File: src/rtl/asram_pkg.sv
package asram_pkg;

    localparam int CFG_W = 32;
    localparam int CNT_W = 6;

    // Field positions are fixed: software packs this word.
    typedef struct packed {
        logic       cs_on_pulse;  // [31]
        logic       xwait_en;     // [30]
        logic [3:0] wr_setup;     // [29:26]
        logic [5:0] wr_pulse;     // [25:20]
        logic [2:0] wr_hold;      // [19:17]
        logic [3:0] rd_setup;     // [16:13]
        logic [5:0] rd_pulse;     // [12:7]
        logic [2:0] rd_hold;      // [6:4]
        logic [1:0] gap;          // [3:2]
        logic [1:0] lanes;        // [1:0]
    } timing_t;

    typedef enum logic [2:0] {
        PH_IDLE,
        PH_SETUP,
        PH_PULSE,
        PH_HOLD,
        PH_GAP
    } phase_e;

    // Last count value of a phase (phase lasts value+1 clocks).
    function automatic logic [CNT_W-1:0] phase_len(timing_t t, phase_e p, logic wr);
        case (p)
            PH_SETUP: return wr ? CNT_W'(t.wr_setup) : CNT_W'(t.rd_setup);
            PH_PULSE: return wr ? CNT_W'(t.wr_pulse) : CNT_W'(t.rd_pulse);
            PH_HOLD:  return wr ? CNT_W'(t.wr_hold)  : CNT_W'(t.rd_hold);
            PH_GAP:   return CNT_W'(t.gap);
            default:  return '0;
        endcase
    endfunction

endpackage

File: src/rtl/asram_cfg_snap.sv
module asram_cfg_snap
    import asram_pkg::*;
#(
    parameter int WAIT_W = 8
) (
    input  logic                      clk,
    input  logic                      rst,
    input  logic                      load,
    input  logic [CFG_W-1:0]          cfg_word,
    input  logic [WAIT_W-1:0]         wait_limit,
    input  logic                      wait_pol,
    output timing_t                   cfg_q,
    output logic [WAIT_W-1:0]         wlim_q,
    output logic                      wpol_q
);

    always_ff @(posedge clk) begin
        if (rst) begin
            cfg_q  <= '0;
            wlim_q <= '0;
            wpol_q <= 1'b0;
        end else if (load) begin
            cfg_q  <= timing_t'(cfg_word);
            wlim_q <= wait_limit;
            wpol_q <= wait_pol;
        end
    end

endmodule

File: src/rtl/asram_seq.sv
module asram_seq
    import asram_pkg::*;
#(
    parameter int WAIT_W = 8
) (
    input  logic              clk,
    input  logic              rst,
    input  logic              req,
    input  logic              host_we,
    input  timing_t           cfg,
    input  logic [WAIT_W-1:0] wlim,
    input  logic              wpol,
    input  logic              mem_wait,
    output logic              accept,
    output phase_e            phase,
    output logic              wr,
    output logic              capture,
    output logic              done,
    output logic              timeout
);

    phase_e            phase_q;
    logic [CNT_W-1:0]  cnt_q;
    logic [CNT_W-1:0]  len;
    logic [WAIT_W-1:0] xcnt_q;
    logic              wr_q;
    logic              tmo_seen_q;
    logic              done_q;
    logic              tmo_q;
    logic              at_end;
    logic              wait_act;
    logic              stretch;

    always_comb begin
        len      = phase_len(cfg, phase_q, wr_q);
        at_end   = (cnt_q == len);
        wait_act = cfg.xwait_en && (mem_wait == wpol);
        stretch  = (phase_q == PH_PULSE) && at_end && wait_act && (xcnt_q != wlim);
        accept   = (phase_q == PH_IDLE) && req;
        capture  = (phase_q == PH_PULSE) && at_end && !stretch;
    end

    always_ff @(posedge clk) begin
        if (rst) begin
            phase_q    <= PH_IDLE;
            cnt_q      <= '0;
            xcnt_q     <= '0;
            wr_q       <= 1'b0;
            tmo_seen_q <= 1'b0;
            done_q     <= 1'b0;
            tmo_q      <= 1'b0;
        end else begin
            done_q <= 1'b0;
            tmo_q  <= 1'b0;
            case (phase_q)
                PH_IDLE: begin
                    if (req) begin
                        phase_q    <= PH_SETUP;
                        cnt_q      <= '0;
                        xcnt_q     <= '0;
                        tmo_seen_q <= 1'b0;
                        wr_q       <= host_we;
                    end
                end
                PH_SETUP: begin
                    if (at_end) begin
                        phase_q <= PH_PULSE;
                        cnt_q   <= '0;
                    end else begin
                        cnt_q <= cnt_q + 1'b1;
                    end
                end
                PH_PULSE: begin
                    if (!at_end) begin
                        cnt_q <= cnt_q + 1'b1;
                    end else if (stretch) begin
                        xcnt_q <= xcnt_q + 1'b1;
                    end else begin
                        phase_q    <= PH_HOLD;
                        cnt_q      <= '0;
                        tmo_seen_q <= wait_act;
                    end
                end
                PH_HOLD: begin
                    if (at_end) begin
                        phase_q <= PH_GAP;
                        cnt_q   <= '0;
                        done_q  <= 1'b1;
                        tmo_q   <= tmo_seen_q;
                    end else begin
                        cnt_q <= cnt_q + 1'b1;
                    end
                end
                PH_GAP: begin
                    if (at_end) begin
                        phase_q <= PH_IDLE;
                        cnt_q   <= '0;
                    end else begin
                        cnt_q <= cnt_q + 1'b1;
                    end
                end
                default: phase_q <= PH_IDLE;
            endcase
        end
    end

    assign phase   = phase_q;
    assign wr      = wr_q;
    assign done    = done_q;
    assign timeout = tmo_q;

    AST_WAIT_IGNORED: assert property (@(posedge clk) disable iff (rst)
        (phase_q == PH_PULSE && at_end && !cfg.xwait_en) |=> (phase_q == PH_HOLD));
    AST_STRETCH_BOUND: assert property (@(posedge clk) disable iff (rst)
        (phase_q == PH_PULSE) |-> (xcnt_q <= wlim));
    AST_NO_REENTRY: assert property (@(posedge clk) disable iff (rst)
        (phase_q == PH_PULSE || phase_q == PH_HOLD || phase_q == PH_GAP) |=> (phase_q != PH_SETUP));

endmodule

File: src/rtl/asram_pin_drv.sv
module asram_pin_drv
    import asram_pkg::*;
(
    input  phase_e phase,
    input  logic   wr,
    input  logic   cs_on_pulse,
    output logic   cs_n,
    output logic   oe_n,
    output logic   we_n,
    output logic   dq_oe
);

    logic active;
    logic pulse;

    always_comb begin
        active = (phase == PH_SETUP) || (phase == PH_PULSE) || (phase == PH_HOLD);
        pulse  = (phase == PH_PULSE);
        cs_n   = !(cs_on_pulse ? pulse : active);
        oe_n   = !(pulse && !wr);
        we_n   = !(pulse && wr);
        dq_oe  = active && wr;
    end

endmodule

File: src/rtl/asram_xfer.sv
module asram_xfer #(
    parameter int ADDR_W = 20,
    parameter int DATA_W = 16
) (
    input  logic              clk,
    input  logic              rst,
    input  logic              accept,
    input  logic              capture,
    input  logic [1:0]        lanes,
    input  logic [ADDR_W-1:0] host_addr,
    input  logic [DATA_W-1:0] host_wdata,
    input  logic [DATA_W-1:0] mem_din,
    output logic [ADDR_W-1:0] mem_addr,
    output logic [DATA_W-1:0] mem_dout,
    output logic [DATA_W-1:0] rdata
);

    localparam int LANE_W = DATA_W / 2;
    localparam int UPPER_W = DATA_W - LANE_W;

    logic [ADDR_W-1:0] addr_q;
    logic [DATA_W-1:0] wdata_q;
    logic [DATA_W-1:0] rdata_q;
    logic [DATA_W-1:0] din_m;
    logic              narrow;

    always_comb begin
        narrow   = (lanes == 2'd0);
        mem_dout = narrow ? {{UPPER_W{1'b0}}, wdata_q[LANE_W-1:0]} : wdata_q;
        din_m    = narrow ? {{UPPER_W{1'b0}}, mem_din[LANE_W-1:0]} : mem_din;
    end

    always_ff @(posedge clk) begin
        if (rst) begin
            addr_q  <= '0;
            wdata_q <= '0;
            rdata_q <= '0;
        end else begin
            if (accept) begin
                addr_q  <= host_addr;
                wdata_q <= host_wdata;
            end
            if (capture) begin
                rdata_q <= din_m;
            end
        end
    end

    assign mem_addr = addr_q;
    assign rdata    = rdata_q;

endmodule

File: src/rtl/asram_ctrl.sv
module asram_ctrl
    import asram_pkg::*;
#(
    parameter int ADDR_W = 20,
    parameter int DATA_W = 16,
    parameter int WAIT_W = 8
) (
    input  logic              clk,
    input  logic              rst,
    input  logic              host_req,
    input  logic              host_we,
    input  logic [ADDR_W-1:0] host_addr,
    input  logic [DATA_W-1:0] host_wdata,
    output logic [DATA_W-1:0] host_rdata,
    output logic              host_done,
    output logic              host_timeout,
    input  logic [CFG_W-1:0]  cfg_word,
    input  logic [WAIT_W-1:0] wait_limit,
    input  logic              wait_pol,
    output logic              mem_cs_n,
    output logic              mem_oe_n,
    output logic              mem_we_n,
    output logic [ADDR_W-1:0] mem_addr,
    output logic [DATA_W-1:0] mem_dout,
    input  logic [DATA_W-1:0] mem_din,
    output logic              mem_dq_oe,
    input  logic              mem_wait
);

    timing_t           cfg_q;
    logic [WAIT_W-1:0] wlim_q;
    logic              wpol_q;
    logic              accept;
    logic              capture;
    logic              wr;
    phase_e            phase;

    asram_cfg_snap #(.WAIT_W(WAIT_W)) i_snap (
        .clk        (clk),
        .rst        (rst),
        .load       (accept),
        .cfg_word   (cfg_word),
        .wait_limit (wait_limit),
        .wait_pol   (wait_pol),
        .cfg_q      (cfg_q),
        .wlim_q     (wlim_q),
        .wpol_q     (wpol_q)
    );

    asram_seq #(.WAIT_W(WAIT_W)) i_seq (
        .clk      (clk),
        .rst      (rst),
        .req      (host_req),
        .host_we  (host_we),
        .cfg      (cfg_q),
        .wlim     (wlim_q),
        .wpol     (wpol_q),
        .mem_wait (mem_wait),
        .accept   (accept),
        .phase    (phase),
        .wr       (wr),
        .capture  (capture),
        .done     (host_done),
        .timeout  (host_timeout)
    );

    asram_pin_drv i_pins (
        .phase       (phase),
        .wr          (wr),
        .cs_on_pulse (cfg_q.cs_on_pulse),
        .cs_n        (mem_cs_n),
        .oe_n        (mem_oe_n),
        .we_n        (mem_we_n),
        .dq_oe       (mem_dq_oe)
    );

    asram_xfer #(.ADDR_W(ADDR_W), .DATA_W(DATA_W)) i_xfer (
        .clk        (clk),
        .rst        (rst),
        .accept     (accept),
        .capture    (capture),
        .lanes      (cfg_q.lanes),
        .host_addr  (host_addr),
        .host_wdata (host_wdata),
        .mem_din    (mem_din),
        .mem_addr   (mem_addr),
        .mem_dout   (mem_dout),
        .rdata      (host_rdata)
    );

    AST_STROBES_EXCLUSIVE: assert property (@(posedge clk) disable iff (rst)
        !(!mem_oe_n && !mem_we_n));
    AST_STROBE_SELECTED: assert property (@(posedge clk) disable iff (rst)
        (!mem_oe_n || !mem_we_n) |-> !mem_cs_n);
    AST_DRIVE_ON_WRITE: assert property (@(posedge clk) disable iff (rst)
        !mem_we_n |-> mem_dq_oe);
    AST_NO_DRIVE_ON_READ: assert property (@(posedge clk) disable iff (rst)
        !mem_oe_n |-> !mem_dq_oe);
    AST_ADDR_HELD: assert property (@(posedge clk) disable iff (rst)
        (!mem_cs_n && !$past(mem_cs_n)) |-> $stable(mem_addr));
    AST_DONE_SINGLE: assert property (@(posedge clk) disable iff (rst)
        host_done |=> !host_done);
    AST_DONE_DESELECTED: assert property (@(posedge clk) disable iff (rst)
        host_done |-> (mem_cs_n && !mem_dq_oe));
    AST_TIMEOUT_WITH_DONE: assert property (@(posedge clk) disable iff (rst)
        host_timeout |-> host_done);

endmodule

File: config.mk
export PLATFORM = sky130hd
export DESIGN_NAME = asram_ctrl
export DESIGN_NICKNAME = d
export VERILOG_FILES = /design/src/rtl/asram_pkg.sv /design/src/rtl/asram_cfg_snap.sv /design/src/rtl/asram_seq.sv /design/src/rtl/asram_pin_drv.sv /design/src/rtl/asram_xfer.sv /design/src/rtl/asram_ctrl.sv
export SDC_FILE = /design/constraint.sdc
export NUM_CORES = 1
export LEC_CHECK = 0
export CORE_MARGIN = 5
export CORE_UTILIZATION = 47
export DETAILED_ROUTE_END_ITERATION = 16
export PLACE_DENSITY_LB_ADDON = 0.12
export SETUP_SLACK_MARGIN = 0.4
export SKIP_LAST_GASP = 1
export SYNTH_ARGS = -nofsm -noshare
export SYNTH_HDL_FRONTEND = slang
export SYNTH_SLANG_ARGS = --single-unit
File: constraint.sdc
create_clock -name clk -period 3 [get_ports clk]
set_input_delay 0.45 -clock clk [delete_from_list [all_inputs] [get_ports clk]]
set_output_delay 0.45 -clock clk [all_outputs]
set_load 0.005 [all_outputs]
### Yosys cells after proc, flatten, opt, wreduce, memory -nomap -nowiden

Index checks and enable logic that the tools add are counted.

* register bits: 114
* input port bits: 98
* output and inout port bits: 58
* word-level logic and storage cells: 97

* add/subtract/negate cells: 2
* eq/ne operators: 15
* mux-type cells: 28
* bitwise logic cells: 2
* reduce and logical (&&, ||, !) cells: 28

Operators with widths (number)
* 16-bit 2-to-1 mux: 2
* 6-bit 2-to-1 mux: 5
* 8-bit 2-to-1 mux: 3
* 6-bit one-hot mux with 4 select lines: 1
* 3-bit 2-to-1 mux: 7
* 6-bit one-hot mux with 3 select lines: 1
* 8-bit one-hot mux with 2 select lines: 1
* 3-bit one-hot mux with 5 select lines: 1
* 2-bit inequality test, second input constant: 6
* 1-bit logical AND: 9
* 8-bit by 1-bit adder with 8-bit output, second input constant: 1
* 8-bit inequality test: 1
* 4-bit AND reduction: 2
* 6-bit by 1-bit adder with 6-bit output, second input constant: 1
* 3-bit by 2-bit == test with 1-bit output, second input constant: 2
* 6-bit == test: 1
* 6-bit AND reduction: 1
* 3-bit OR reduction: 2
* 1-bit zero test: 5
* 1-bit 2-to-1 mux: 5
* 4-bit 2-to-1 mux: 1
* 3-bit by 1-bit == test with 1-bit output, second input constant: 1
* 3-bit == test, second input constant: 1
* 3-bit zero test: 1
* other kinds (12): 14

### Depth between registers and ports, before layout

* depth after elaboration: 9
* gate-level depth with buffers: 11
* gate-level depth less buffers: 7

### By module

A second synthesis with hierarchy kept.

* cells, all modules: 521
* area total of the unflattened synthesis: 5165.0 µm²

Modules (own cells, without submodules)
* asram_xfer: times used 1, cells each 195, area an instance 2035.7 µm², seq. area each 1041.0 µm²
* asram_seq: times used 1, cells each 188, area an instance 1579.0 µm², seq. area each 420.4 µm²
* asram_cfg_snap: times used 1, cells each 133, area an instance 1507.7 µm², seq. area each 820.8 µm²
* asram_pin_drv: times used 1, cells each 5, area an instance 42.5 µm², seq. area each 0.0 µm²

### Least setup slack after synthesis

Ideal clock, no wire load.

* path type: reg2reg
* start: register i_seq.wr_q (netlist: i_seq.wr)
* end: register i_xfer.rdata_q[15] (netlist: i_xfer.rdata[15])
* library setup time: 70 ps
* arrival time: 2210 ps
* required time: 2930 ps
* path slack: 719 ps
* cell stages (with the launch flop): 10
* buffers on the path: 3
* period minus slack after synthesis: 2281 ps
* cells stage by stage: dfxtp_1 > buf_2 > buf_4 > mux2i_1 > a21oi_1 > o32ai_2 > nand4_4 > buf_6 > or3b_1 > a21oi_1

* longest elaborated chain between the ends: 8
* elaborated cells on any way between the ends: 10
* those cells by class: eq/ne (1); mux (4); reduce/logical (5)

Ends and longest elaborated chain
* start, declared: RTL line asram_seq.sv:26 `logic wr_q;`
* start signal, assigned: RTL line asram_seq.sv:62 `wr_q <= host_we;`
* 3-bit 2-to-1 mux, or another cell as far along: RTL line asram_pkg.sv:33 `PH_HOLD: return wr ? CNT_W'(t.wr_hold) : CNT_W'(t.rd_hold);`
* 6-bit one-hot mux with 4 select lines (*): RTL line asram_pkg.sv:30 `case (p)`
* 6-bit == test (*): RTL line asram_seq.sv:36 `at_end = (cnt_q == len);`
* 1-bit logical AND (*): RTL line asram_seq.sv:38, asram_seq.sv:40
* 1-bit logical AND (2 in a row): RTL line asram_seq.sv:38 `stretch = (phase_q == PH_PULSE) && at_end && wait_act && (xcnt_q != wlim);`
* 1-bit zero test: RTL line asram_seq.sv:40 `capture = (phase_q == PH_PULSE) && at_end && !stretch;`
* 1-bit logical AND (*): RTL line asram_seq.sv:40
* end signal, assigned: RTL line asram_xfer.sv:44 `rdata_q <= din_m;`
* end, declared: RTL line asram_xfer.sv:23 `logic [DATA_W-1:0] rdata_q;`

Every way passes the cells marked *; elsewhere a longest branch is shown, timed or not.
A chain may end at the register's enable or synchronous reset.

### Final worst setup path

* start: register i_seq.wr_q (netlist: i_seq.wr)
* end: register i_xfer.rdata_q[14] (netlist: i_xfer.rdata[14])

The elaborated chain is that of the path after synthesis.

==> impl_metrics.json <==
{
  "outcome": "finished clean",
  "grt_first_pass_wirelength_mm": 21.9,
  "antenna_cells": 0,
  "path_clk_slew_ps": 50,
  "routed.top_layer": "met4",
  "power.density_mw_per_mm2": 783,
  "synth_top_area_share_pct": 45.9,
  "wirelength_mm": 13.8,
  "async_reset_ff_share_pct": 0,
  "avgSynthCellArea_um2": 8.04,
  "routedWlPerCell_um": 15.3,
  "grt.total_usage_pct": 21.4,
  "irDropWorstVdd_mv": 0.565,
  "tightest_slew_ps": 672,
  "synth-main-ff-cell": "dfxtp_1",
  "setup_tns_ps": 0,
  "cellLeakagePower_nw": 2.70,
  "fin_util_pct": 69.7,
  "synth_top_family_by_area": "simple AND/OR/NAND/NOR gates",
  "cp.arrival_ps": 3010,
  "pin_count": 156,
  "root_buffer": "clkbuf_8",
  "mostFrequentLayoutCell": "nand2_1",
  "die_area_mm2": 0.0127,
  "wl_met2_mm": 6.66,
  "cts_buffer_depth": 2,
  "worstSetupStartpointType": "register",
  "hold_path_startpoint": "i_xfer.rdata[15]$_SDFFE_PP0P_",
  "yosys-mux-area-fraction_pct": 5.26,
  "drc": 0,
  "antenna_found_initial": 0,
  "drive_gt1_share_pct": 9.13,
  "cp-startpoint": "i_seq.wr$_SDFFE_PP0P_",
  "synth-seq-cells": 114,
  "drt-met1-wl_mm": 5.69,
  "die_y_um": 113,
  "critPathKind": "reg2reg",
  "finalCritPeriodShare_pct": 85.6,
  "start_util_pct": 48.1,
  "synth-simple-area-share_pct": 24.3,
  "vias": 4790,
  "nets": 860,
  "hold_viol_final": 0,
  "yosys_warnings": 0,
  "final_max_slew_viol_count": 0,
  "layout_min_cycle_time_ps": 2570,
  "placed_area_mm2": 0.00653,
  "grt_max_degree": 63,
  "endpoint_kind": "register",
  "synth-compound-area-share_pct": 15.5,
  "synth_area_mm2": 0.00497,
  "die_x_um": 113,
  "setup_viol": 0,
  "ant_nets": 0,
  "fin_cells": 903,
  "fmax_ghz": 0.390,
  "synth_area_leaders": "dfxtp_1 (46%), nand2_1 (13%), a21oi_1 (9.3%), mux2i_1 (5.0%), clkbuf_1 (2.6%)",
  "io_buffer_count": 155,
  "required_ps": 3440,
  "num-fill-cells": 823,
  "firstDrtPassIters": 5,
  "clk_latency_ps": 510,
  "syn-num-nets": 718,
  "grt_pass1_vias": 4620,
  "grt_overflow": 0,
  "syn_inst": 618,
  "stdcell_area_mm2": 0.00719,
  "synthAdderAreaFrac_pct": 0.504,
  "clock_sink_count": 114,
  "final_cell_mix": "nand2_1 (175), clkdlybuf4s50_1 (154), dfxtp_1 (110)",
  "hp-class": "reg2reg",
  "htreeDepth": 4,
  "synth_top_cell_by_area": "dfxtp_1",
  "synth_edf_count": 0,
  "final.setup_skew_ps": 7.90,
  "gp_congestion": 0.872,
  "rsz0062_at_grt": "yes",
  "synth_cell_types": 58,
  "drtIter0Drc": 312,
  "routed-wl-met3_mm": 1.29,
  "area_growth_pct": 44.8,
  "yosysSeqAreaShare_pct": 45.9,
  "timing.rr.start": "i_seq.wr$_SDFFE_PP0P_",
  "vias_per_cell": 5.30,
  "rows": 37,
  "relSlewSlack_pct": 55.2,
  "numCtsBuffers": 17,
  "maxCapViolations": 0,
  "total_power_mw": 5.63,
  "fp.coreArea_mm2": 0.0103,
  "dp_hpwl_mm": 9.56,
  "cts_tree": "yes",
  "synth_xor_area_share_pct": 2.29,
  "numPlacedInstances": 868,
  "cp_max_fo": 14
}
## cell usage after synthesis (4+ instances only)
cell type / number
xor2_1: 8
a21oi_1: 92
xnor2_1: 5
or3b_1: 4
buf_4: 9
clkbuf_1: 34
o21ai_0: 4
buf_2: 4
nor2_1: 22
inv_1: 13
nor3_1: 8
mux2i_1: 25
nand3_1: 17
nand2_1: 176
nor2b_1: 10
o211ai_1: 5
dfxtp_1: 114
or3b_2: 5
## state kept, by name, indices dropped and copies added (netlist names), 3 cells and up
name	count
i_xfer.rdata	16
i_seq.cnt_q	6
i_xfer.mem_addr	20
i_xfer.wdata_q	16
i_snap.wlim_q	8
i_seq.xcnt_q	8
i_seq.phase	3
i_snap.cfg_q	32
## through the flow
step | hold slack [ps] | worst slack, ps
final | 450 | 433
after detailed placement | 445 | 391
after CTS | 449 | 416
after global routing | 466 | 368
after floorplan | 423 | 719
after global placement | 438 | 478
## critical path, cell delays in order, from the launching register on
cell	delay (ps)
dfxtp_2	390
buf_12	170
mux2i_1	240
o32ai_1	130
or3_1	400
a21oi_4	290
nand4_4	190
buf_4	190
or3b_1	350
a21oi_1	140
## power by group
group	total [mW]	switching [mW]	internal, mW
combinational	1.78	0.970	0.807
sequential	1.94	0.171	1.77
clock	1.91	0.638	1.27
## layer usage
layer / up-vias / global-route usage, %
li1: 2357 / -
met1: 2236 / 25.7
met2: 177 / 34.5
met3: 20 / 9.14
met4: 0 / 7.05
met5: - / 0
## what timing repair did
action	in CTS	in global routing
gates cloned	0	1
pin swaps	1	3
buffers inserted	0	8
gates resized for setup	3	4
hold buffers	0	0
setup endpoints to repair	11	25
## area by class of cell
| class | count | area, um2 | share of cell area [%] |
|---|---|---|---|
| Sequential cell | 114 | 2290 | 31.8 |
| Multi-Input combinational cell | 439 | 2410 | 33.5 |
| Timing Repair Buffer | 174 | 1720 | 23.9 |
| Inverter | 14 | 52.6 | 0.730 |
| Tap cell | 136 | 170 | 2.37 |
| Clock buffer | 19 | 442 | 6.14 |
| Clock inverter | 7 | 113 | 1.57 |
## final timing paths
check | endpoint | slack [ps] | cells after the start
max reg2reg | i_xfer.rdata[14]$_SDFFE_PP0P_ | 430 | 9
min | i_xfer.rdata[15]$_SDFFE_PP0P_ | 450 | 2
max | i_xfer.rdata[14]$_SDFFE_PP0P_ | 430 | 9
min reg2reg | i_xfer.rdata[15]$_SDFFE_PP0P_ | 450 | 2
## kinds of logic after synthesis
group	Yosys count
AO/OA/AOI/OAI	129
buffers and inverters	66
flip-flops	114
multiplexers	26
AND/OR/NAND/NOR	268
XOR/XNOR	13
adder cells (fa/ha/maj)	2
(Power assumes the default switching activity.)
